File: src/rtl/memctl_cs.sv
module memctl_cs #(
  parameter int NBANK      = 8,
  parameter int AW         = 32,
  parameter int MIN_SHIFT  = 15,
  parameter int NSIZE      = 14,
  parameter int WAIT_MAX   = 30,
  parameter int BOOT_WAITS = 30,
  parameter int ATW        = 5
) (
  input  logic                     clk,
  input  logic                     rst_n,
  input  logic [1:0]               boot_width,
  input  logic                     cfg_we,
  input  logic [$clog2(NBANK)-1:0] cfg_bank,
  input  logic                     cfg_word,
  input  logic [31:0]              cfg_wdata,
  input  logic                     bus_start,
  input  logic [AW-1:MIN_SHIFT]    bus_addr_hi,
  input  logic [1:0]               bus_addr_lo,
  input  logic                     bus_write,
  input  logic [1:0]               bus_size,
  input  logic [ATW-1:0]           bus_atype,
  output logic [NBANK-1:0]         cs,
  output logic                     ack,
  output logic                     berr,
  output logic                     unmapped,
  output logic [1:0]               port_width,
  output logic [3:0]               byte_we,
  output logic                     oe
);
  localparam int BKW    = $clog2(NBANK);
  localparam int SW     = $clog2(NSIZE);
  localparam int WW     = $clog2(WAIT_MAX + 1);
  localparam int BBW    = AW - MIN_SHIFT;
  localparam int P_VAL  = MIN_SHIFT - 1;
  localparam int P_WP   = MIN_SHIFT - 2;
  localparam int P_ATEN = MIN_SHIFT - 3;
  localparam int P_WID  = WW;
  localparam int P_AT   = WW + 2;
  localparam logic [SW-1:0] SIZE_TOP = SW'(NSIZE - 1);
  localparam logic [WW-1:0] WAIT_TOP = WW'(WAIT_MAX);

  logic [BBW-1:0] base_q  [NBANK];
  logic [SW-1:0]  size_q  [NBANK];
  logic [WW-1:0]  wait_q  [NBANK];
  logic [1:0]     wid_q   [NBANK];
  logic [ATW-1:0] at_q    [NBANK];
  logic           valid_q [NBANK];
  logic           wp_q    [NBANK];
  logic           aten_q  [NBANK];

  logic [SW-1:0] wr_size;
  logic [WW-1:0] wr_wait;
  logic [1:0]    wr_wid, boot_w;

  assign wr_size = (cfg_wdata[SW-1:0] > SIZE_TOP) ? SIZE_TOP : cfg_wdata[SW-1:0];
  assign wr_wait = (cfg_wdata[WW-1:0] > WAIT_TOP) ? WAIT_TOP : cfg_wdata[WW-1:0];
  assign wr_wid  = (cfg_wdata[P_WID+1:P_WID] == 2'd3) ? 2'd2 : cfg_wdata[P_WID+1:P_WID];
  assign boot_w  = (boot_width == 2'd3) ? 2'd2 : boot_width;

  always_ff @(posedge clk) begin
    for (int i = 0; i < NBANK; i++) begin
      if (!rst_n) begin
        valid_q[i] <= (i == 0);
        base_q[i]  <= '0;
        size_q[i]  <= (i == 0) ? SIZE_TOP : '0;
        wait_q[i]  <= (i == 0) ? WW'(BOOT_WAITS) : '0;
        wid_q[i]   <= (i == 0) ? boot_w : 2'd2;
        wp_q[i]    <= 1'b0;
        aten_q[i]  <= 1'b0;
        at_q[i]    <= '0;
      end else if (cfg_we && cfg_bank == BKW'(i)) begin
        if (!cfg_word) begin
          base_q[i]  <= cfg_wdata[AW-1:MIN_SHIFT];
          valid_q[i] <= cfg_wdata[P_VAL];
          wp_q[i]    <= cfg_wdata[P_WP];
          aten_q[i]  <= cfg_wdata[P_ATEN];
          size_q[i]  <= wr_size;
        end else begin
          wait_q[i]  <= wr_wait;
          wid_q[i]   <= wr_wid;
          at_q[i]    <= cfg_wdata[P_AT+ATW-1:P_AT];
        end
      end
    end
  end

  logic [NBANK-1:0] hit;
  logic [BKW-1:0]   sel;
  logic             any;

  always_comb begin
    for (int i = 0; i < NBANK; i++) begin
      logic [BBW-1:0] d;
      d = (bus_addr_hi ^ base_q[i]) & ({BBW{1'b1}} << size_q[i]);
      hit[i] = valid_q[i] && (d == '0) && (!aten_q[i] || at_q[i] == bus_atype);
    end
  end

  always_comb begin
    sel = '0;
    for (int i = NBANK - 1; i >= 0; i--)
      if (hit[i]) sel = BKW'(i);
  end
  assign any = |hit;

  function automatic logic [3:0] lanes(input logic [1:0] w, input logic [1:0] sz,
                                       input logic [1:0] a);
    case (w)
      2'd0:    lanes = 4'b0001;
      2'd1:    lanes = (sz == 2'd0) ? (a[0] ? 4'b0010 : 4'b0001) : 4'b0011;
      default: case (sz)
                 2'd0:    lanes = 4'b0001 << a;
                 2'd1:    lanes = a[1] ? 4'b1100 : 4'b0011;
                 default: lanes = 4'b1111;
               endcase
    endcase
  endfunction

  logic           busy, berr_q, unm_q, cur_oe;
  logic [WW-1:0]  cnt;
  logic [BKW-1:0] cur;
  logic [1:0]     cur_w;
  logic [3:0]     cur_we;

  always_ff @(posedge clk) begin
    if (!rst_n) begin
      busy   <= 1'b0;
      cnt    <= '0;
      cur    <= '0;
      cur_w  <= '0;
      cur_we <= '0;
      cur_oe <= 1'b0;
      berr_q <= 1'b0;
      unm_q  <= 1'b0;
    end else begin
      berr_q <= 1'b0;
      unm_q  <= 1'b0;
      if (busy) begin
        if (cnt == '0) busy <= 1'b0;
        else           cnt  <= cnt - 1'b1;
      end else if (bus_start) begin
        if (!any)
          unm_q <= 1'b1;
        else if (bus_write && wp_q[sel])
          berr_q <= 1'b1;
        else begin
          busy   <= 1'b1;
          cnt    <= wait_q[sel];
          cur    <= sel;
          cur_w  <= wid_q[sel];
          cur_we <= bus_write ? lanes(wid_q[sel], bus_size, bus_addr_lo) : 4'b0000;
          cur_oe <= !bus_write;
        end
      end
    end
  end

  assign cs         = busy ? (NBANK'(1) << cur) : '0;
  assign ack        = busy && (cnt == '0);
  assign berr       = berr_q;
  assign unmapped   = unm_q;
  assign port_width = busy ? cur_w : 2'd0;
  assign byte_we    = busy ? cur_we : 4'b0000;
  assign oe         = busy && cur_oe;
endmodule

File: config.mk
export PLATFORM = sky130hd
export DESIGN_NAME = memctl_cs
export DESIGN_NICKNAME = d
export VERILOG_FILES = /design/src/rtl/memctl_cs.sv
export SDC_FILE = /design/constraint.sdc
export NUM_CORES = 1
export LEC_CHECK = 0
export BUFFER_PORTS_ARGS = -buffer_cell sky130_fd_sc_hd__buf_2
export CAP_MARGIN = 20
export CORE_UTILIZATION = 56
export CTS_CLUSTER_DIAMETER = 200
export DETAILED_ROUTE_END_ITERATION = 7
export PLACE_DENSITY = 0.86
export SETUP_SLACK_MARGIN = 0.3
export SKIP_LAST_GASP = 1
export SLEW_MARGIN = 20
export SYNTH_ARGS = -nofsm -noshare
export SYNTH_HDL_FRONTEND = slang
export SYNTH_SLANG_ARGS = --single-unit
File: constraint.sdc
create_clock -name clk -period 3.2 [get_ports clk]
set_input_delay 0.48 -clock clk [delete_from_list [all_inputs] [get_ports clk]]
set_output_delay 0.48 -clock clk [all_outputs]
set_load 0.05 [all_outputs]
Word-level counts from Yosys, hierarchy flattened
Memory sizes are Yosys's and may differ from the RTL's.
Cells that the tools add are included.
{"block": "totals", "ff_bits": 18, "latchBits": 0, "mem_bits_rw": 288, "mem_bits_ro": 0, "inputBits": 69, "out_inout_bits": 18, "elab_cells": 346, "memories": 8}
{"block": "classes", "add_sub_neg": 1, "multipliers": 0, "div": 0, "n_lt_le_gt_ge": 2, "eq_ne": 21, "shifts": 10, "n_mux": 148, "bitwise_logic": 85, "reduce_logical": 63}
{"memory": "base_q", "depth": 8, "word_bits": 17, "read_ports": 8, "rd_clocked_by_memory_dff": 0, "wr": 8, "line": "43", "text": "logic [BBW-1:0] base_q [NBANK];"}
{"memory": "at_q", "depth": 8, "word_bits": 5, "read_ports": 8, "rd_clocked_by_memory_dff": 0, "wr": 8, "line": "47", "text": "logic [ATW-1:0] at_q [NBANK];"}
{"memory": "wait_q", "depth": 8, "word_bits": 5, "read_ports": 1, "rd_clocked_by_memory_dff": 0, "wr": 8, "line": "45", "text": "logic [WW-1:0] wait_q [NBANK];"}
{"memory": "size_q", "depth": 8, "word_bits": 4, "read_ports": 8, "rd_clocked_by_memory_dff": 0, "wr": 8, "line": "44", "text": "logic [SW-1:0] size_q [NBANK];"}
{"memory": "wid_q", "depth": 8, "word_bits": 2, "read_ports": 1, "rd_clocked_by_memory_dff": 0, "wr": 8, "line": "46", "text": "logic [1:0] wid_q [NBANK];"}
{"memory": "aten_q", "depth": 8, "word_bits": 1, "read_ports": 8, "rd_clocked_by_memory_dff": 0, "wr": 8, "line": "50", "text": "logic aten_q [NBANK];"}
{"memory": "2 more memories"}
{"cell": "17-bit AND", "n": 8}
{"cell": "17-bit zero test", "n": 8}
{"cell": "17-bit two-way mux", "n": 8}
{"cell": "17-bit by 4-bit << shifter with 17-bit output, first input constant", "n": 8}
{"cell": "17-bit XOR", "n": 8}
{"cell": "5-bit two-way mux", "n": 22}
{"cell": "1-bit two-way mux", "n": 82}
{"cell": "1-bit OR", "n": 64}
{"cell": "4-bit two-way mux", "n": 12}
{"cell": "5-bit equality test", "n": 8}
{"cell": "1-bit logical AND", "n": 27}
{"cell": "2-bit two-way mux", "n": 13}
{"cell": "3-bit two-way mux", "n": 8}
{"cell": "4-bit one-hot mux with 2 select lines", "n": 2}
{"cell": "3-bit equality test, second input constant", "n": 4}
{"cell": "1-bit zero test", "n": 9}
{"cell": "1-bit logical OR", "n": 8}
{"cell": "8-bit two-way mux", "n": 1}
{"cell": "4-bit AND reduction", "n": 2}
{"cell": "8-bit OR reduction", "n": 1}
{"cell": "1-bit by 3-bit << shifter with 8-bit output, first input constant", "n": 1}
{"cell": "3-bit by 2-bit equality test with 1-bit output, second input constant", "n": 2}
{"cell": "5-bit greater-than comparator, second input constant", "n": 1}
{"cell": "5-bit zero test", "n": 1}
{"cell": "13 further kinds", "n": 22}

Depth between registers and ports, before layout
Gate-level depths: netlist of run 1.
An unclocked memory read counts as a cell.
{"block": "depth", "depth_word": 19, "ltp_mapped": 15, "mapped_depth_nobuf": 12}

Worst setup path before layout of run 1
Ideal clock, no wire load.
{"block": "synth_path", "path_kind": "input-to-reg", "start": "input bus_addr_hi[28] (netlist bit)", "end": "register cur_we[0]", "setup_time_ns": 0.117, "arrival_time_ns": 3.222, "t_required_ns": 3.083, "slack_ns": -0.140, "path_stages": 14, "path_buffers": 2, "path_cell_list": "buf_4 xor2_1 a211oi_1 o2111ai_1 a2111oi_1 and2_1 buf_4 nor3_1 mux2_2 or4_1 mux2i_1 a32o_1 o22ai_1 a32o_1"}
{"block": "synth_between", "elab_chain_cells": 17, "word_cells_on_any_way": 58, "cone_classes": "eq/ne (1); mux (10); bitwise (17); reduce/logical (28); memory (2)"}
{"item": "start: declaration", "line": "18", "text": "input logic [AW-1:MIN_SHIFT] bus_addr_hi,"}
{"item": "17-bit XOR", "line": "95", "text": "d = (bus_addr_hi ^ base_q[i]) & ({BBW{1'b1}} << size_q[i]);"}
{"item": "17-bit AND", "line": "95"}
{"item": "17-bit zero test", "line": "96", "text": "hit[i] = valid_q[i] && (d == '0) && (!aten_q[i] || at_q[i] == bus_atype);"}
{"item": "1-bit logical AND (2 in a row)", "line": "96"}
{"item": "3-bit two-way mux (8 in a row)", "line": "103", "text": "if (hit[i]) sel = BKW'(i);"}
{"item": "memory 8 x 2 bit or memory 8 x 1 bit (tied branches)"}
{"item": "2-bit by 1-bit equality test with 1-bit output (tied with other cells)", "line": "109", "text": "case (w)"}
{"item": "4-bit one-hot mux with 2 select lines or 1-bit inverter (tied branches)"}
{"item": "4-bit two-way mux or 4-bit AND reduction (tied branches)"}
{"item": "end signal: assignment", "line": "152", "text": "cur_we <= bus_write ? lanes(wid_q[sel], bus_size, bus_addr_lo) : 4'b0000;"}
{"item": "end: declaration", "line": "124", "text": "logic [3:0] cur_we;"}
Several ways; a longest one is shown, not always the timed one.
A chain may end at the register's enable or synchronous reset.

==> results of run 1 <==
==> flip-flops by register name, summed over array words and instances (netlist names) <==
| signal | cells |
|---|---|
| cnt | 5 |
| aten_q | 8 |
| size_q | 32 |
| wp_q | 8 |
| cur | 3 |
| at_q | 40 |
| unmapped | 1 |
| valid_q | 8 |
| berr | 1 |
| busy | 1 |
| cur_oe | 1 |
| cur_w | 2 |
| base_q | 136 |
| wid_q | 16 |
| wait_q | 40 |
| cur_we | 4 |
==> layer usage <==
metal	track usage (%)	up-vias	routed length, um
li1	-	5432	-
met1	40.0	6070	16500
met2	51.3	965	21600
met3	5.15	177	4920
met4	14.3	0	2160
met5	0	-	0
==> layout make-up <==
type | count | area [um^2] | share of cell area (%)
sequential | 306 | 8980 | 47.1
inverter | 20 | 75.1 | 0.394
timing repair buffer | 278 | 1960 | 10.3
clock buffer | 36 | 795 | 4.17
multi-input combinational | 940 | 6620 | 34.7
clock inverter | 18 | 159 | 0.833
tap | 378 | 473 | 2.48
antenna | 3 | 7.51 | 0.0394
==> cells by family after synthesis <==
logic type	Yosys count
buffers and inverters	121
DFF	306
xor gates and xnor gates	177
muxes	23
adders and majority gates	2
AOI/OAI and AO/OA	237
and+or+nand+nor	500
==> where the power goes <==
group | total (W) | switching (W) | internal (W) | leakage (nW)
Clock | 0.00347 | 0.00147 | 0.00200 | 0.471
Sequential | 0.00473 | 0.000135 | 0.00460 | 2.91
Combinational | 0.00111 | 0.000664 | 0.000449 | 4.16
==> cell usage in the layout (no fill, tap or decap), drive strengths merged, types with 6 or more instances in the layout <==
cell type and n:
edfxtp 285, buf 278, and3 152, and2 105, xnor2 102, xor2 75, nor2 65, o21ai 61
a21oi 56, nand2 53, clkbuf 36, nand3 32, nor3 29, dfxtp 21, inv 21, or3 20
mux2i 17, o31ai 14, clkinv 14, a211oi 13, o211ai 11, a21o 11, nand4 9, a31oi 9
nand2b 8, a22o 8, a22oi 7, or2 6, and4 6
==> per-stage QoR <==
stage                     hold WS, ns  std cells  worst slack, ns  instance area, um^2  power, W
after floorplan                 0.432       1366          -0.0948                15800   0.00535
final                           0.176       1979           -0.374                19100   0.00932
after detailed placement        0.445       1902           -0.783                17600   0.00581
after global routing            0.196       1977           -0.490                19100   0.00954
after global placement          0.443       1902           -0.638                17600   0.00576
after CTS                       0.157       1969           -0.307                18900   0.00925
==> worst reg2reg max path, delay by kind of cell (launching register included) <==
family / cells / cell delay (ns)
DFF: 1 / 0.42
AOI/OAI and AO/OA: 10 / 1.83
buffers and inverters: 3 / 0.44
and+or+nand+nor: 2 / 0.85
==> final timing paths <==
check,from,endpoint,slack (ns),cells past startpoint
hold reg to reg,cur_w[1],cur_w[1],0.45,2
setup reg to reg,size_q[1][5],cur_we[2],-0.37,15
hold / removal,bus_start,unmapped,0.18,3
setup / recovery,size_q[1][5],cur_we[2],-0.37,15
==> repair_timing <==
action                                  4_1_cts  5_1_grt
endpoints found under the setup margin       17       17
pin swaps                                    24       22
gates cloned                                  1        0
gates resized for setup                      46       25
setup buffers                                12        7
==> metrics.yaml, run 1 <==
status: "finished, violations left"
violations: "negative setup slack"
cts_tree: "built"
overflow: 0
slowest_delay_ns: 0.44
track_usage_pct: 31.0
coreArea_um2: 27700
synth_area_leaders: "edfxtp_1, and3_1, xnor2_1"
crit_path_top_delay_cell: "or3_4"
avgViaCountPerCell: 6.39
synth_top_cell_area_share_pct: 54.3
min_period_ns: 3.57
synth_compound_area_share_pct: 10.3
drive_above_1_share_pct: 25.4
num_rows: 61
hpwl_mm: 29.5
io_pins: 87
cp_data_arrival_time_ns: 4.05
syn_inst: 1366
cts_max_level: 1
yosysMostFrequentCell: "edfxtp_1"
synth_mux_area_share_pct: 1.58
syn_nets: 1437
antenna_found_initial: 2
synth_seq_cells: 306
path_class: "reg -> reg"
drt_iter0_markers: 1874
portBuffers: 86
synth_area_leader_cell: "edfxtp_1"
cap_violations: 0
yosys.area_share.simple_pct: 17.7
leakagePower_nw: 7.54
ctsRootBufferMaster: "clkbuf_16"
synth_xor_area_share_pct: 9.84
async_reset_ff_share_pct: 0
path_delay_family: "compound AO/OA/AOI/OAI gates"
rsz0062_at_grt: "yes"
worst-path-buf-inv: 3
clk_pin_slew_ns: 0.06
start_util_pct: 56.9
firstDrtPassIters: 5
drc: 0
synth_seq_area_share_pct: 57.0
cts_buffers: 30
clock_path_buffers: 3
vdd.ir_drop.worst_v: 0.000495
crit_fanout: 3
synth_top_family_by_area: "simple AND/OR/NAND/NOR gates"
grt_pass1_vias: 12273
crit_path_start_kind: "flip-flop"
slew_viol_final: 0
grt_first_pass_wirelength_mm: 68.1
die_x_um: 170
drtAntennaViolNets: 0
fill_cells: 1753
slew_headroom_pct: 26.3
place_congestion: 0.896
ys_warn_count: 0
wl_per_cell_um: 22.8
fin_crit_sh_pct: 112
ctsHoldBuffers: 0
die_area_um2: 28800
synth-main-ff-cell: "edfxtp_1"
hold_viol: 0
holdCritPathClass: "in -> reg"
grt_max_degree: 65
timing.fmax_ghz: 0.280
cts_sinks: 306
nets: 1647
fin_tns_setup_ns: -4.12
area_delta_synth_final_pct: 21.0
synth.distinct_cells: 72
synth_edf_count: 285
skew_ns: 0.0179
synth_common_cells: "edfxtp_1, and3_1, and2_1"
crit_required_ns: 3.68
endpoint_kind: "flip-flop"
setup_ws_ns: -0.374
num_vias: 12644
clk_latency_ns: 0.55
setup_viol: 16
die_h_um: 170
post_synth.cell_area_avg_um2: 11.5
synthAdderAreaFrac_pct: 0.159
fin_util_pct: 68.8
syn_area_um2: 15800
worst_pin_slew_ns: 1.10
p_per_area_nw_per_um2: 489
crit_chain: "or3_4 -> o2bb2ai_4 -> a2111oi_2 -> buf_4 -> o2111a_2 -> buf_6 -> a21o_1 -> o21ai_2 -> buf_6 -> a311oi_2 -> o211a_4 -> a221oi_4 -> o211ai_1 -> or3_1 -> a21oi_2"
drt_wl_total_mm: 45.2
path_common_cell: "buf_6"
Note: power is estimated with default switching activity, not from simulation.
==> run 2: changes to the inputs <==
- ABC_AREA: default -> 1
==> run 2 against run 1 <==
  * The flow now finishes without violations
  * Routed wire length decreased by 7.6%
  * Critical path depth increased by 7
  * Design area decreased by 6.5%
  * Hold slack improved by 0.057 ns
  * Synthesized cell count increased by 22%
  * Critical endpoint is now cnt[1]
  * Register-to-register slack improved by 0.66 ns
  * Largest cell class unchanged
  * Flip-flop and latch count unchanged
==> metrics.yaml, run 2 <==
drt_iter0_markers: 1710
crit_required_ns: 3.66
clk_latency_ns: 0.58
wl_per_cell_um: 19.2
async_reset_ff_share_pct: 0
drive_above_1_share_pct: 14.8
num_rows: 60
crit_path_top_delay_cell: "edfxtp_1"
synth_top_cell_area_share_pct: 55.2
timing.fmax_ghz: 0.343
cts_max_level: 1
dp_cells: 2092
die_x_um: 168
holdCritPathClass: "in -> reg"
pre_cts_ws_ns: -0.108
status: "finished, final reports clean"
min_period_ns: 2.91
path_class: "reg -> reg"
drt_wl_total_mm: 41.7
track_usage_pct: 28.6
firstDrtPassIters: 6
grt_pass1_vias: 11670
io_pins: 87
setup_viol: 0
synth_common_cells: "nor2_1, nand2_1, edfxtp_1"
drc: 0
area_delta_synth_final_pct: 14.9
coreArea_um2: 27100
path_common_cell: "nand2_1"
skew_ns: 0.0208
slew_headroom_pct: 31.3
crit_start: "size_q[1][14]"
slowest_delay_ns: 0.49
synth_area_leaders: "edfxtp_1, nor2_1, nand2_1"
syn_inst: 1673
rsz0062_at_grt: "yes"
fin_crit_sh_pct: 91.0
dpl_cell_area_um2: 16200
ys_warn_count: 0
layout_commonest_cell: "nor2_1"
overflow: 0
crit_fanout: 14
start_util_pct: 57.3
diodes: 0
layout_common_cells: "nor2_1, nand2_1, edfxtp_1, inv_1, nand3_1"
reg_top3: "base_q x136, at_q x40, wait_q x40"
antenna_found_initial: 0
crit_path_start_kind: "flip-flop"
die_h_um: 168
top_register: "base_q"
clk_pin_slew_ns: 0.06
vdd.ir_drop.worst_v: 0.000405
synth_seq_cells: 306
portBuffers: 86
hold_viol: 0
endpoint_kind: "flip-flop"
largest_register_ffs: 136
final_area_um2: 17800
synth_area_leader_cell: "edfxtp_1"
post_synth.cell_area_avg_um2: 9.27
grt_max_degree: 33
nets: 1845
setup_ws_ns: 0.288
fin_cells: 2171
clock_path_buffers: 3
crit_chain: "nand2_2 -> nor2_4 -> nor2_1 -> nor2_1 -> nand2_1 -> nor2_2 -> nand3_2 -> nor2_1 -> nand2_1 -> nand2_1 -> nand2_2 -> nand2_2 -> nand2_4 -> nand2_8 -> nand2_8 -> buf_12 -> o211ai_1 -> nand3_1 -> nand3_1 -> nand2_1 -> nand2_1 -> a21oi_1"
grt_first_pass_wirelength_mm: 62.1
cts_tree: "built"
hpwl_mm: 28.0
die_area_um2: 28400
synth.distinct_cells: 45
syn_area_um2: 15500
cp_data_arrival_time_ns: 3.37
ctsRootBufferMaster: "clkbuf_16"
num_vias: 12384
leakagePower_nw: 7.45
syn_nets: 1744
hold_ws_ns: 0.233
drtAntennaViolNets: 0
ctsHoldBuffers: 0
cts_sinks: 306
min-delay-start: "bus_start"
cap_violations: 0
reg2reg_from: "size_q[1][14]"
p_per_area_nw_per_um2: 538
worst_pin_slew_ns: 1.03
place_congestion: 0.935
synth_seq_area_share_pct: 57.9
yosysMostFrequentCell: "nor2_1"
slew_viol_final: 0
avgViaCountPerCell: 5.70
cts_buffers: 31
synth-main-ff-cell: "edfxtp_1"
synth_edf_count: 285
## run 2: changes by cell type after synthesis, sizes merged, moves of 55 or more
cell	delta
and2	-103
and3	-152
inv	+140
nand2	+263
nand3	+67
nor2	+331
xnor2	-55
## run 2: kinds of logic (layout without fill, tap and decap cells)
group	count (synthesis)	count (layout)	synth area share (%)
AOI/OAI and AO/OA	144	145	5.29
buffers and inverters	231	354	6.38
DFF	306	306	57.9
adders and majority gates	2	2	0.161
and+or+nand+nor	859	861	22.9
xor gates and xnor gates	131	131	7.39
## run 2: area by class of cell
type,instances,area [um^2]
Fill cell,1984,9270
Tap cell,372,465
Clock inverter,17,256
Multi-Input combinational cell,1139,5810
Timing Repair Buffer,132,841
Inverter,164,618
Sequential cell,306,8980
Clock buffer,41,861
## run 2: per-stage QoR
step	power, W	utilization, %	TNS (ns)
3_3_place_gp	0.00561	60.0	-0.0268
6_report	0.00959	65.8	0
2_1_floorplan	0.00534	-	0
4_1_cts	0.00952	64.4	0
3_5_place_dp	0.00565	60.0	-0.415
5_1_grt	0.00983	65.8	0
## run 2: report_power, final
group,leakage (nW),switching (W),total [W],internal (W)
logic,4.00,0.000621,0.000915,0.000294
clock network,0.545,0.00157,0.00395,0.00238
registers,2.91,0.000124,0.00472,0.00460
total,7.45,0.00231,0.00959,0.00728
## run 2: worst paths after layout
kind	end	slack [ns]	cells after the start
worst max-delay path	cnt[1]	0.29	22
worst min-delay path	unmapped	0.23	3
worst max register to register	cnt[1]	0.29	22
worst min register to register	cur_we[3]	0.48	2
## run 2: metal layers
metal	GRT usage, %	wire (um)	up-vias
li1	-	-	5657
met1	38.5	15700	5861
met2	47.0	20000	751
met3	4.16	4470	115
met4	11.4	1520	0
met5	0	0	-
## run 2: critical path: cells and delay by family (launching register included)
family / cells / cell delay (ns)
AND/OR/NAND/NOR: 19 / 1.84
AO/OA/AOI/OAI: 2 / 0.30
flip-flops: 1 / 0.49
buffers and inverters: 1 / 0.16
## run 2: repair_timing
item | 4_1_cts | 5_1_grt
gates resized for setup | 12 | 58
pin swaps | 2 | 12
endpoints found under the hold margin | 0 | 0
setup buffers | 4 | 12
cloned | 1 | 4
setup endpoints to repair | 17 | 16
